`src/rtl/link_pkt_framer.sv`:
```
module link_pkt_framer #(
  parameter int NB_W = 8
) (
  input  logic            clk,
  input  logic            rst_n,
  input  logic [2:0]      width_sel,
  input  logic            desc_valid,
  output logic            desc_ready,
  input  logic [5:0]      desc_cmd,
  input  logic [63:0]     desc_addr,
  input  logic [NB_W-1:0] desc_nbytes,
  input  logic            pay_valid,
  output logic            pay_ready,
  input  logic [31:0]     pay_data,
  output logic            lnk_valid,
  output logic            lnk_ctl,
  output logic [31:0]     lnk_data
);
  localparam int IDX_W = NB_W + 1;

  logic            busy, full, wctl, wlast;
  logic [2:0]      lsel;
  logic [5:0]      cmd_q;
  logic [63:0]     addr_q;
  logic [NB_W-1:0] nb_q;
  logic [IDX_W-1:0] widx;
  logic [3:0]      beat;
  logic [31:0]     wrd, nxt;

  wire             ext      = |addr_q[63:40];
  wire [IDX_W-1:0] nctl     = ext ? IDX_W'(3) : IDX_W'(2);
  wire [IDX_W-1:0] nwp      = IDX_W'(({1'b0, nb_q} + (NB_W+1)'(3)) >> 2);
  wire [IDX_W-1:0] total    = nctl + nwp;
  wire [IDX_W-1:0] pidx     = widx - nctl;
  wire [IDX_W-1:0] cidx     = ext ? widx : widx + IDX_W'(1);
  wire             is_pay   = widx >= nctl;
  wire [3:0]       last_beat = 4'hF >> lsel;
  wire             beat_end = beat == last_beat;
  wire             more     = widx < total;
  wire             can_load = busy && more && (!full || beat_end);
  wire             load     = can_load && (!is_pay || pay_valid);
  wire [1:0]       tail     = 2'(nb_q);

  assign desc_ready = !busy;
  assign pay_ready  = can_load && is_pay;

  always_comb begin
    nxt = pay_data;
    if (!is_pay) begin
      if (cidx == '0)             nxt = {2'b00, cmd_q, addr_q[63:40]};
      else if (cidx == IDX_W'(1)) nxt = {2'b00, cmd_q, addr_q[23:0]};
      else                        nxt = {8'(nb_q), 8'h00, addr_q[39:24]};
    end else if (pidx == nwp - IDX_W'(1) && tail != 2'd0) begin
      for (int b = 0; b < 4; b++)
        if (b >= int'(tail)) nxt[8*b +: 8] = 8'h00;
    end
  end

  always_ff @(posedge clk or negedge rst_n) begin
    if (!rst_n) begin
      busy <= 1'b0; full <= 1'b0; wctl <= 1'b0; wlast <= 1'b0;
      lsel <= 3'd0; cmd_q <= '0; addr_q <= '0; nb_q <= '0;
      widx <= '0; beat <= '0; wrd <= '0;
    end else begin
      if (desc_valid && !busy) begin
        busy   <= 1'b1;
        widx   <= '0;
        cmd_q  <= desc_cmd;
        addr_q <= desc_addr;
        nb_q   <= desc_nbytes;
        lsel   <= (width_sel > 3'd4) ? 3'd4 : width_sel;
      end
      if (load) begin
        wrd   <= nxt;
        wctl  <= !is_pay;
        wlast <= widx == total - IDX_W'(1);
        full  <= 1'b1;
        beat  <= '0;
        widx  <= widx + IDX_W'(1);
      end else if (full) begin
        if (beat_end) begin
          full <= 1'b0;
          beat <= '0;
          if (wlast) busy <= 1'b0;
        end else begin
          beat <= beat + 4'd1;
        end
      end
    end
  end

  wire [4:0]  sh    = 5'({beat, 1'b0} << lsel);
  wire [5:0]  wbits = 6'd2 << lsel;
  wire [31:0] wmask = 32'hFFFF_FFFF >> (6'd32 - wbits);

  assign lnk_valid = full;
  assign lnk_ctl   = full & wctl;
  assign lnk_data  = full ? ((wrd >> sh) & wmask) : 32'h0;

  p_idle_quiet_r8: assert property (@(posedge clk) disable iff (!rst_n)
    desc_ready |-> !lnk_valid);
  p_release_r8: assert property (@(posedge clk) disable iff (!rst_n)
    lnk_valid && beat_end && wlast |=> desc_ready);
  p_width_held_r7: assert property (@(posedge clk) disable iff (!rst_n)
    busy && $past(busy) |-> $stable(lsel));
  p_ctl_leads_r6: assert property (@(posedge clk) disable iff (!rst_n)
    lnk_valid && !lnk_ctl |=> !lnk_ctl);
  p_no_split_r9: assert property (@(posedge clk) disable iff (!rst_n)
    lnk_valid && !beat_end |=> lnk_valid);
endmodule

```
`config.mk`:
```
export PLATFORM = sky130hd
export DESIGN_NAME = link_pkt_framer
export DESIGN_NICKNAME = d
export VERILOG_FILES = /design/src/rtl/link_pkt_framer.sv
export SDC_FILE = /design/constraint.sdc
export NUM_CORES = 1
export LEC_CHECK = 0
export ABC_AREA = 1
export BUFFER_PORTS_ARGS = -buffer_cell sky130_fd_sc_hd__buf_2
export CAP_MARGIN = 20
export CORE_ASPECT_RATIO = 1.4
export CORE_UTILIZATION = 35
export DETAILED_ROUTE_END_ITERATION = 10
export PLACE_DENSITY = 0.56
export SYNTH_ARGS = -nofsm -noshare
export SYNTH_HDL_FRONTEND = slang
export SYNTH_SLANG_ARGS = --single-unit
export TNS_END_PERCENT = 5
```
`constraint.sdc`:
```
create_clock -name clk -period 6.29 [get_ports clk]
set_input_delay 0 -clock clk [delete_from_list [all_inputs] [get_ports clk]]
set_output_delay 0 -clock clk [all_outputs]
set_load 0.05 [all_outputs]
```
== Word level (Yosys, flattened, before mapping) ==
Index checks and enable logic that the tools add are counted.
Storage, ports and cells
  flip-flop bits (word level): 130
  input bits: 117
  output and inout port bits: 36
  logic and storage cells: 76
Cells by class
  $add $sub $neg: 8
  order comparisons: 6
  eq/ne operators: 4
  shift-type cells: 5
  muxes and demuxes: 24
  bitwise gates (word level): 2
  reduce and logical (&&, ||, !) cells: 16
Operators by type and width (number)
  $mux W32: 5
  $and A32 B32 Y32: 1
  $shr A32 B5 Y32: 1
  $shr A32 B6 Y32 const A: 1
  $mux W9: 3
  $mux W8: 3
  $reduce_or A24 Y1: 1
  $eq A9 B9 Y1: 2
  $mux W4: 3
  $add A8 B2 Y9 const B: 1
  $add A9 B1 Y9 const B: 1
  $eq A9 B1 Y1 const B: 1
  $ge A9 B2 Y1: 1
  $logic_not A9 Y1: 1
  $lt A9 B8 Y1: 1
  $mux W1: 9
  $sub A8 B1 Y9 const B: 1
  $sub A9 B2 Y9: 1
  $add A2 B7 Y8: 1
  $sub A7 B1 Y8 const B: 1
  $logic_and A1 B1 Y1: 6
  $reduce_bool A2 Y1: 3
  $shl A2 B3 Y6 const A: 1
  $sub A6 B6 Y6 const A: 1
  11 further kinds: 15

== Longest topological paths before layout ==
Gate-level depths: netlist of run 1.
  depth in word-level cells: 8
  mapped depth: 27
  gate-level depth less buffers: 25

== Least setup slack after synthesis of run 1 ==
Ideal clock, no wire load.
  path type: flip-flop to output port
  start: reg addr_q[58]
  end: out pay_ready
  data arrival time: 3.063 ns
  data required time: 6.290 ns
  path slack: 3.227 ns
  stages on the path, launching flop included: 23
  buffers on the path: 0
  cells stage by stage: dfrtp_1 -> nor2_1 -> nand2_1 -> nor2_1 -> nand3_1 -> ha_1 -> inv_1 -> ha_1 -> inv_1 -> nand3_1 -> nand2_1 -> ha_1 -> inv_1 -> nor2_1 -> o21ai_0 -> nand2_1 -> a21oi_1 -> nand2_1 -> nand2_1 -> nand2_1 -> nand2_2 -> nand2_2 -> nor2_1
On the way
  longest elaborated chain between the ends: 7
  elaborated cells between the ends (all ways): 8
  those cells by class: add/sub (1); order compare (2); mux (1); reduce/logical (4)
Ends and longest elaborated chain
  from (decl): line 24  | logic [63:0] addr_q;
  from (signal assigned): line 69  | addr_q <= desc_addr;
  $reduce_or A24 Y1 *: line 30  | wire ext = |addr_q[63:40];
  $mux W1 *: line 31  | wire [IDX_W-1:0] nctl = ext ? IDX_W'(3) : IDX_W'(2);
  $add A2 B7 Y8: line 33  | wire [IDX_W-1:0] total = nctl + nwp;
  $lt A9 B8 Y1: line 39  | wire more = widx < total;
  $logic_and A1 B1 Y1 (2 in series): line 40  | wire can_load = busy && more && (!full || beat_end);
  $logic_and A1 B1 Y1 *: line 45  | assign pay_ready = can_load && is_pay;
  to (decl): line 13  | output logic pay_ready,
Mark *: on every way between the ends. The rest lies on a longest branch, timed or not.

== Final worst setup path of run 1 ==
  start: reg addr_q[42]
  end: reg widx[1]
On the way
  longest elaborated chain between the ends: 8
  elaborated cells between the ends (all ways): 12
  those cells by class: add/sub (1); order compare (2); mux (2); reduce/logical (7)
Ends and longest elaborated chain
  $reduce_or A24 Y1 *: line 30
  $mux W1 *: line 31
  $add A2 B7 Y8: line 33
  $lt A9 B8 Y1: line 39
  $logic_and A1 B1 Y1 (2 in series): line 40
  $logic_and A1 B1 Y1 *: line 41  | wire load = can_load && (!is_pay || pay_valid);
  $mux W9 / $reduce_bool A2 Y1 (equally long branches)
  to (signal assigned): line 79  | widx <= widx + IDX_W'(1);
  to (decl): line 26  | logic [IDX_W-1:0] widx;
Marked as above.
A chain may end at the register's enable or synchronous reset.

==> impl_metrics.yaml, run 1 <==
sta:
  finalCriticalPeriod_ns: 4.211
  setup_viol: 0
  worst_slack_ns: 2.079
  post-route-period-util_pct: 66.95
  fin_tns_setup_ns: 0
  fmaxAchievable_mhz: 237.5
  finalMaxSlewViolations: 0
  finalHoldViolCount: 0
  maxSlewHeadroom_pct: 33.23
  fin_skew_ns: 0.01143
  rsz0062_at_grt: "no"
  worst_pin_slew_ns: 0.9992
floorplan:
  boundaryPins: 153
  start_util_pct: 36.02
  die_area_um2: 26220
  die-width_um: 137.1
  die_y_um: 191.2
  coreArea_um2: 24840
  num_rows: 68
pwr:
  power.share.clock_pct: 15.6
  power.switching_w: 0.003648
  p_total_w: 0.006802
  p_leak_nw: 6.027
  switching_share_pct: 53.62
  peakVddDrop_mv: 0.3852
  p_comb_share_pct: 62.7
  power.density_nw_per_um2: 580.3
  intPower_w: 0.003155
  pwr-share-seq_pct: 21.6
clocking:
  clkLatencyLatePin_ns: 0.43
  cts_hold_buf: 114
  post-cts-setup-buffers: 0
  clock_sinks: 130
  cts_buffer_depth: 2
  cts.htree.levels: 4
  root_buffer: "clkbuf_16"
  path_clk_slew_ns: 0.06
  cts_buffers: 17
  post_cts_resized: 0
  cts_tree: "built"
placed_design:
  place.gp.congestion: 0.8949
  hpwl_um: 21980
  port-buffer-count: 152
  place_area_um2: 9928
  place_ws_ns: 2.083
drt:
  wl_um: 30210
  vias: 9550
  drc_errors: 0
  drt_iter0_drc: 589
  vias_per_cell: 4.961
  drtAntennaViolNets: 0
  firstDrtPassIters: 5
  post_drt_wl_per_cell_um: 15.69
final_layout:
  syn2layout_area_growth_pct: 30.98
  drive_above_1_share_pct: 14.47
  seq_area_um2: 3253
  design_area_um2: 11720
  fillCellCount: 2589
  diodes: 0
  fin_nets: 1732
  multiInputGateArea_um2: 4835
setup_path:
  critPathCaptureType: "flip-flop"
  crit_path_start_kind: "flip-flop"
  arrival_ns: 4.50
  crit_type: "flip-flop to flip-flop"
  cp.required_ns: 6.58
  path_max_fanout: 35
worst_hold_path:
  hold_class: "input port to flip-flop"
grt:
  grt_pass1_wl_um: 47810
  grt_pass1_vias: 9265
  grt.total_usage_pct: 23.91
  grt_max_degree: 80
  antenna_found_initial: 0
  overflow: 0
yosys:
  ys_seq_elements: 130
  yosys_warnings: 0
  synth_area_leaders: "dfrtp_1 (36%), nand2_1 (21%), o21ai_0 (8.7%)"
  syn_avg_cell_area_um2: 6.586
  netlist.area_leader.share_pct: 36.35
  ys_seq_area_share_pct: 36.35
  syn_area_um2: 8950
  synth_fp_nets: 1494
  ys.flop_type: "dfrtp_1"
  async_flop_share_pct: 100.0
  synth-edff-count: 0
  synth_top_area_cell: "dfrtp_1"
  yosysUniqueCellTypes: 46
  synthCells: 1359
run:
  cap_violations: 0
outcome:
  status: "completed"
==> kinds of logic (layout without fill, tap and decap cells) <==
logic type,after synthesis,after routing,share of synthesized area [%]
AO/OA/AOI/OAI,247,247,15.57
XOR/XNOR,19,19,1.859
adder cells (fa/ha/maj),18,18,2.516
buffers and inverters,220,471,9.716
flip-flops,130,130,36.35
multiplexers,6,6,0.6711
other,1,1,0.04190
AND/OR/NAND/NOR,718,718,33.27
==> per-stage QoR <==
stage	hold WS [ns]	utilization (%)	cells
after global routing	0.03298	47.18	1925
after detailed placement	0.07934	39.96	1778
after floorplan	-0.2956	-	1359
after global placement	0.08086	39.96	1778
after CTS	0.004627	47.07	1924
final	0.01401	47.18	1925
==> power by group through the flow <==
stage	clock network, W	registers [W]	logic, W
after floorplan	0	0.00138	0.00320
after global placement	0	0.00147	0.00414
after detailed placement	0	0.00148	0.00417
after CTS	0.00108	0.00147	0.00425
after global routing	0.00111	0.00151	0.00484
final	0.00106	0.00147	0.00427
==> per-layer routing <==
metal / vias to the layer above / wire length, um / global-route usage (%)
met5: - / 0 / 0
met4: 0 / 1076 / 10.06
met3: 61 / 1239 / 3.739
met2: 275 / 14880 / 41.24
met1: 4363 / 13020 / 29.19
li1: 4851 / - / -
==> cells in the mapped netlist, types with 13 or more instances <==
library cell    n
o21ai_0       156
nor2_1         90
ha_1           18
inv_1         154
xor2_1         14
buf_2          14
dfrtp_1       130
a211oi_1       13
nand4_1        30
nand2_1       494
o211ai_1       22
nand3_1        67
a21oi_1        35
clkbuf_1       39
==> worst max-delay path, cell delays in order (launching register included) <==
cell and delay, ns:
dfrtp_1 0.36, inv_1 0.10, nand4_1 0.14, nor2_1 0.20
nand3_1 0.34, ha_1 0.33, inv_1 0.07, ha_1 0.15
inv_1 0.05, nand3_1 0.10, nand2_1 0.10, ha_1 0.28
inv_1 0.07, nor2_1 0.04, o21ai_0 0.13, nand2_1 0.07
a21oi_1 0.12, nand2_1 0.06, nand2_1 0.06, nand2_1 0.06
nand2_2 0.08, nand3_2 0.51, nand2_1 0.49, o21ai_0 0.14
==> cells in the final DEF, fill, tap and decap left out, types with 17 or more instances in the layout <==
cell,count
o21ai_0,156
dlygate4sd3_1,114
nor2_1,89
buf_2,151
nand2_1,494
dfrtp_1,130
nand3_1,67
clkbuf_16,17
inv_1,154
a21oi_1,35
nand4_1,30
ha_1,18
o211ai_1,22
==> cell type report <==
type                       count  share of cell area [%]
timing repair buffer         277                   17.12
clock buffer                  19                   3.778
inverter                     162                   5.187
sequential                   130                   27.75
tap                          315                   3.362
clock inverter                13                   1.558
multi-input combinational   1009                   41.24
==> sequential cells by signal, indices dropped and copies added, names as in the netlist, 3 cells and up <==
register / flops
addr_q: 64
wrd: 32
widx: 9
nb_q: 8
cmd_q: 6
beat: 4
lsel: 3
==> final timing paths <==
check | start | to | slack, ns | cells past startpoint
max reg2reg | addr_q[42]$_DFFE_PN0P_ | widx[1]$_DFFE_PN0P_ | 2.08 | 23
max in group asynchronous | rst_n | nb_q[7]$_DFFE_PN0P_ | 5.00 | 4
min in group asynchronous | rst_n | addr_q[18]$_DFFE_PN0P_ | 0.14 | 2
min | pay_data[22] | wrd[22]$_DFFE_PN0P_ | 0.01 | 7
min reg2reg | cmd_q[3]$_DFFE_PN0P_ | cmd_q[3]$_DFFE_PN0P_ | 0.47 | 2
max | addr_q[42]$_DFFE_PN0P_ | widx[1]$_DFFE_PN0P_ | 2.08 | 23
Note: power is estimated with default switching activity, not from simulation.
==> run 2, diff against run 1 <==
==> constraint.sdc (replaced) <==
create_clock -name clk -period 4 [get_ports clk]
set_input_delay 0 -clock clk [delete_from_list [all_inputs] [get_ports clk]]
set_output_delay 0 -clock clk [all_outputs]
set_load 0.05 [all_outputs]
==> run 2 against run 1 <==
Against the previous run:
- largest cell class unchanged
- clock power is 49% higher
- hold slack hardly changed
- via count is 0.22% lower
- core utilization is 0.47 points higher
- sequential cell count stayed put
- register-to-register slack worse by 1.5 ns
- critical path type is now flip-flop to primary output
- power is 59% higher
- critical path depth stayed put
- count of clock-buffer cells in the layout is 1 higher
- first-iteration DRC count is 9.8% lower
==> impl_metrics.yaml, run 2 (synthesis gave the netlist of run 1 again) <==
drt:
  vias: 9529
  drtAntennaViolNets: 0
  drt_iter0_drc: 531
  firstDrtPassIters: 5
  vias_per_cell: 4.927
  wl_um: 30420
  post_drt_wl_per_cell_um: 15.73
  drc_errors: 0
final_layout:
  syn2layout_area_growth_pct: 32.29
  drive_above_1_share_pct: 15.07
  multiInputGateArea_um2: 4857
  diodes: 0
  fin_nets: 1741
  fillCellCount: 2505
  top_register: "addr_q"
  largest_reg_flops: 64
  reg_top3: "addr_q x64, wrd x32, widx x9"
  mostFrequentLayoutCell: "nand2_1"
  seq_area_um2: 3253
  final_cell_mix: "nand2_1 (494), o21ai_0 (156), inv_1 (154)"
setup_path:
  cp_num_buf_inv: 5
  cpMostUsedCell: "nand2_1"
  crit_family: "simple AND/OR/NAND/NOR gates"
  r2r-start: "addr_q[45]$_DFFE_PN0P_"
  crit_path_start_kind: "flip-flop"
  crit_type: "flip-flop to primary output"
  slowest_delay_ns: 0.41
  cp.required_ns: 4.00
  critPathCaptureType: "primary output"
  cp_slowest_cell: "dfrtp_1"
  path_max_fanout: 8
  path_cells: "inv_1, nand4_1, nor2_4, nand3_4, ha_1, inv_1, ha_1, inv_1, nand3_1, nand2_1, ha_1, inv_1, nor2_1, o21ai_0, nand2_1, a21oi_1, nand2_1, nand2_1, nand2_1, nand2_2, nand2_2, nor2_2, clkbuf_4"
  crit_path_start: "addr_q[45]$_DFFE_PN0P_"
  arrival_ns: 3.66
floorplan:
  coreArea_um2: 24840
  start_util_pct: 36.02
  boundaryPins: 153
  num_rows: 68
  die_y_um: 191.2
  die_area_um2: 26220
  die-width_um: 137.1
clocking:
  clkLatencyLatePin_ns: 0.43
  post-cts-setup-buffers: 0
  clock_sinks: 130
  cts_buffer_depth: 2
  path_clk_slew_ns: 0.06
  cts_buffers: 17
  cts_tree: "built"
  root_buffer: "clkbuf_16"
  cts.htree.levels: 4
sta:
  fin_tns_setup_ns: 0
  rsz0062_at_grt: "no"
  setup_viol: 0
  post-route-period-util_pct: 91.55
  fmaxAchievable_mhz: 273.1
  finalHoldViolCount: 0
  worst_pin_slew_ns: 0.8550
  finalMaxSlewViolations: 0
  fin_skew_ns: 0.01269
  finalCriticalPeriod_ns: 3.662
  maxSlewHeadroom_pct: 42.94
  hold_slack_ns: 0.01372
pwr:
  switching_share_pct: 53.47
  p_leak_nw: 6.068
  pwr-share-seq_pct: 21.4
  power.density_nw_per_um2: 915.5
  p_comb_share_pct: 64.0
  power.switching_w: 0.005797
  intPower_w: 0.005043
  power.share.clock_pct: 14.6
  peakVddDrop_mv: 0.5708
run:
  cap_violations: 0
worst_hold_path:
  hold_class: "input port to flip-flop"
  min-delay-start: "desc_valid"
outcome:
  status: "completed"
grt:
  antenna_found_initial: 0
  grt_pass1_vias: 9351
  grt.total_usage_pct: 24.02
  grt_pass1_wl_um: 48130
  grt_max_degree: 140
  overflow: 0
placed_design:
  hpwl_um: 22680
  port-buffer-count: 152
  place.gp.congestion: 0.9419
==> run 2: changes by cell type in the layout (fill, tap and decap cells not counted), moves of 2 or more <==
cell	previous run	this run
clkinv_2	4	0
nor2_1	89	87
clkinv_4	3	6
buf_12	0	5
bufinv_16	4	2
buf_4	11	15
==> run 2: worst paths after layout <==
| check | endpoint | slack, ns | depth (start not counted) |
|---|---|---|---|
| worst min register to register | cmd_q[3]$_DFFE_PN0P_ | 0.47 | 2 |
| max in group asynchronous | wrd[7]$_DFFE_PN0P_ | 2.93 | 3 |
| worst max-delay path | pay_ready | 0.34 | 23 |
| worst max register to register | widx[5]$_DFFE_PN0P_ | 0.60 | 23 |
| min in group asynchronous | addr_q[9]$_DFFE_PN0P_ | 0.19 | 2 |
| worst min-delay path | busy$_DFF_PN0_ | 0.01 | 4 |
==> run 2: area by class of cell <==
type,count,area share (%)
Multi-Input combinational cell,1009,41.02
Sequential cell,130,27.48
Timing Repair Buffer,286,17.92
Inverter,162,5.136
Clock buffer,20,3.857
Tap cell,315,3.329
Clock inverter,12,1.258
==> run 2: metrics by stage <==
stage                     util (%)  power (W)  setup WS, ns  instances  cell area, um^2
after floorplan                  -   0.007207        0.9373       1359             8950
after global placement       40.49   0.009072        0.3527       1787            10060
after detailed placement     40.49   0.009129        0.3309       1787            10060
after CTS                    47.58    0.01084       0.07145       1934            11820
after global routing         47.66    0.01182       0.02006       1934            11840
final                        47.66    0.01084        0.3382       1934            11840
==> run 2: worst min-delay path, delay by kind of cell <==
kind / cells / cell delay [ns]
AOI/OAI and AO/OA: 1 / 0.15
and+or+nand+nor: 1 / 0.11
buffers and inverters: 2 / 0.14
==> run 2: power groups by stage <==
stage / Clock [W] / Combinational (W) / Sequential (W)
after floorplan: 0 / 0.00503 / 0.00217
after global placement: 0 / 0.00674 / 0.00233
after detailed placement: 0 / 0.00679 / 0.00234
after CTS: 0.00161 / 0.00690 / 0.00232
after global routing: 0.00167 / 0.00776 / 0.00239
final: 0.00158 / 0.00693 / 0.00232
==> run 2: metal layers <==
layer / vias up / part of all wire (%) / track usage [%]
met5: - / 0 / 0
met4: 0 / 3.7 / 10.27
met3: 54 / 4.2 / 3.553
met2: 304 / 49 / 41.47
met1: 4311 / 43 / 29.33
li1: 4860 / - / -
==> run 2: what timing repair did <==
item | 4_1_cts | 5_1_grt
pin swaps | 0 | 0
setup endpoints to repair | 1 | 1
hold buffers | 115 | 0
endpoints found under the hold margin | 172 | 0
resized for setup | 1 | 5
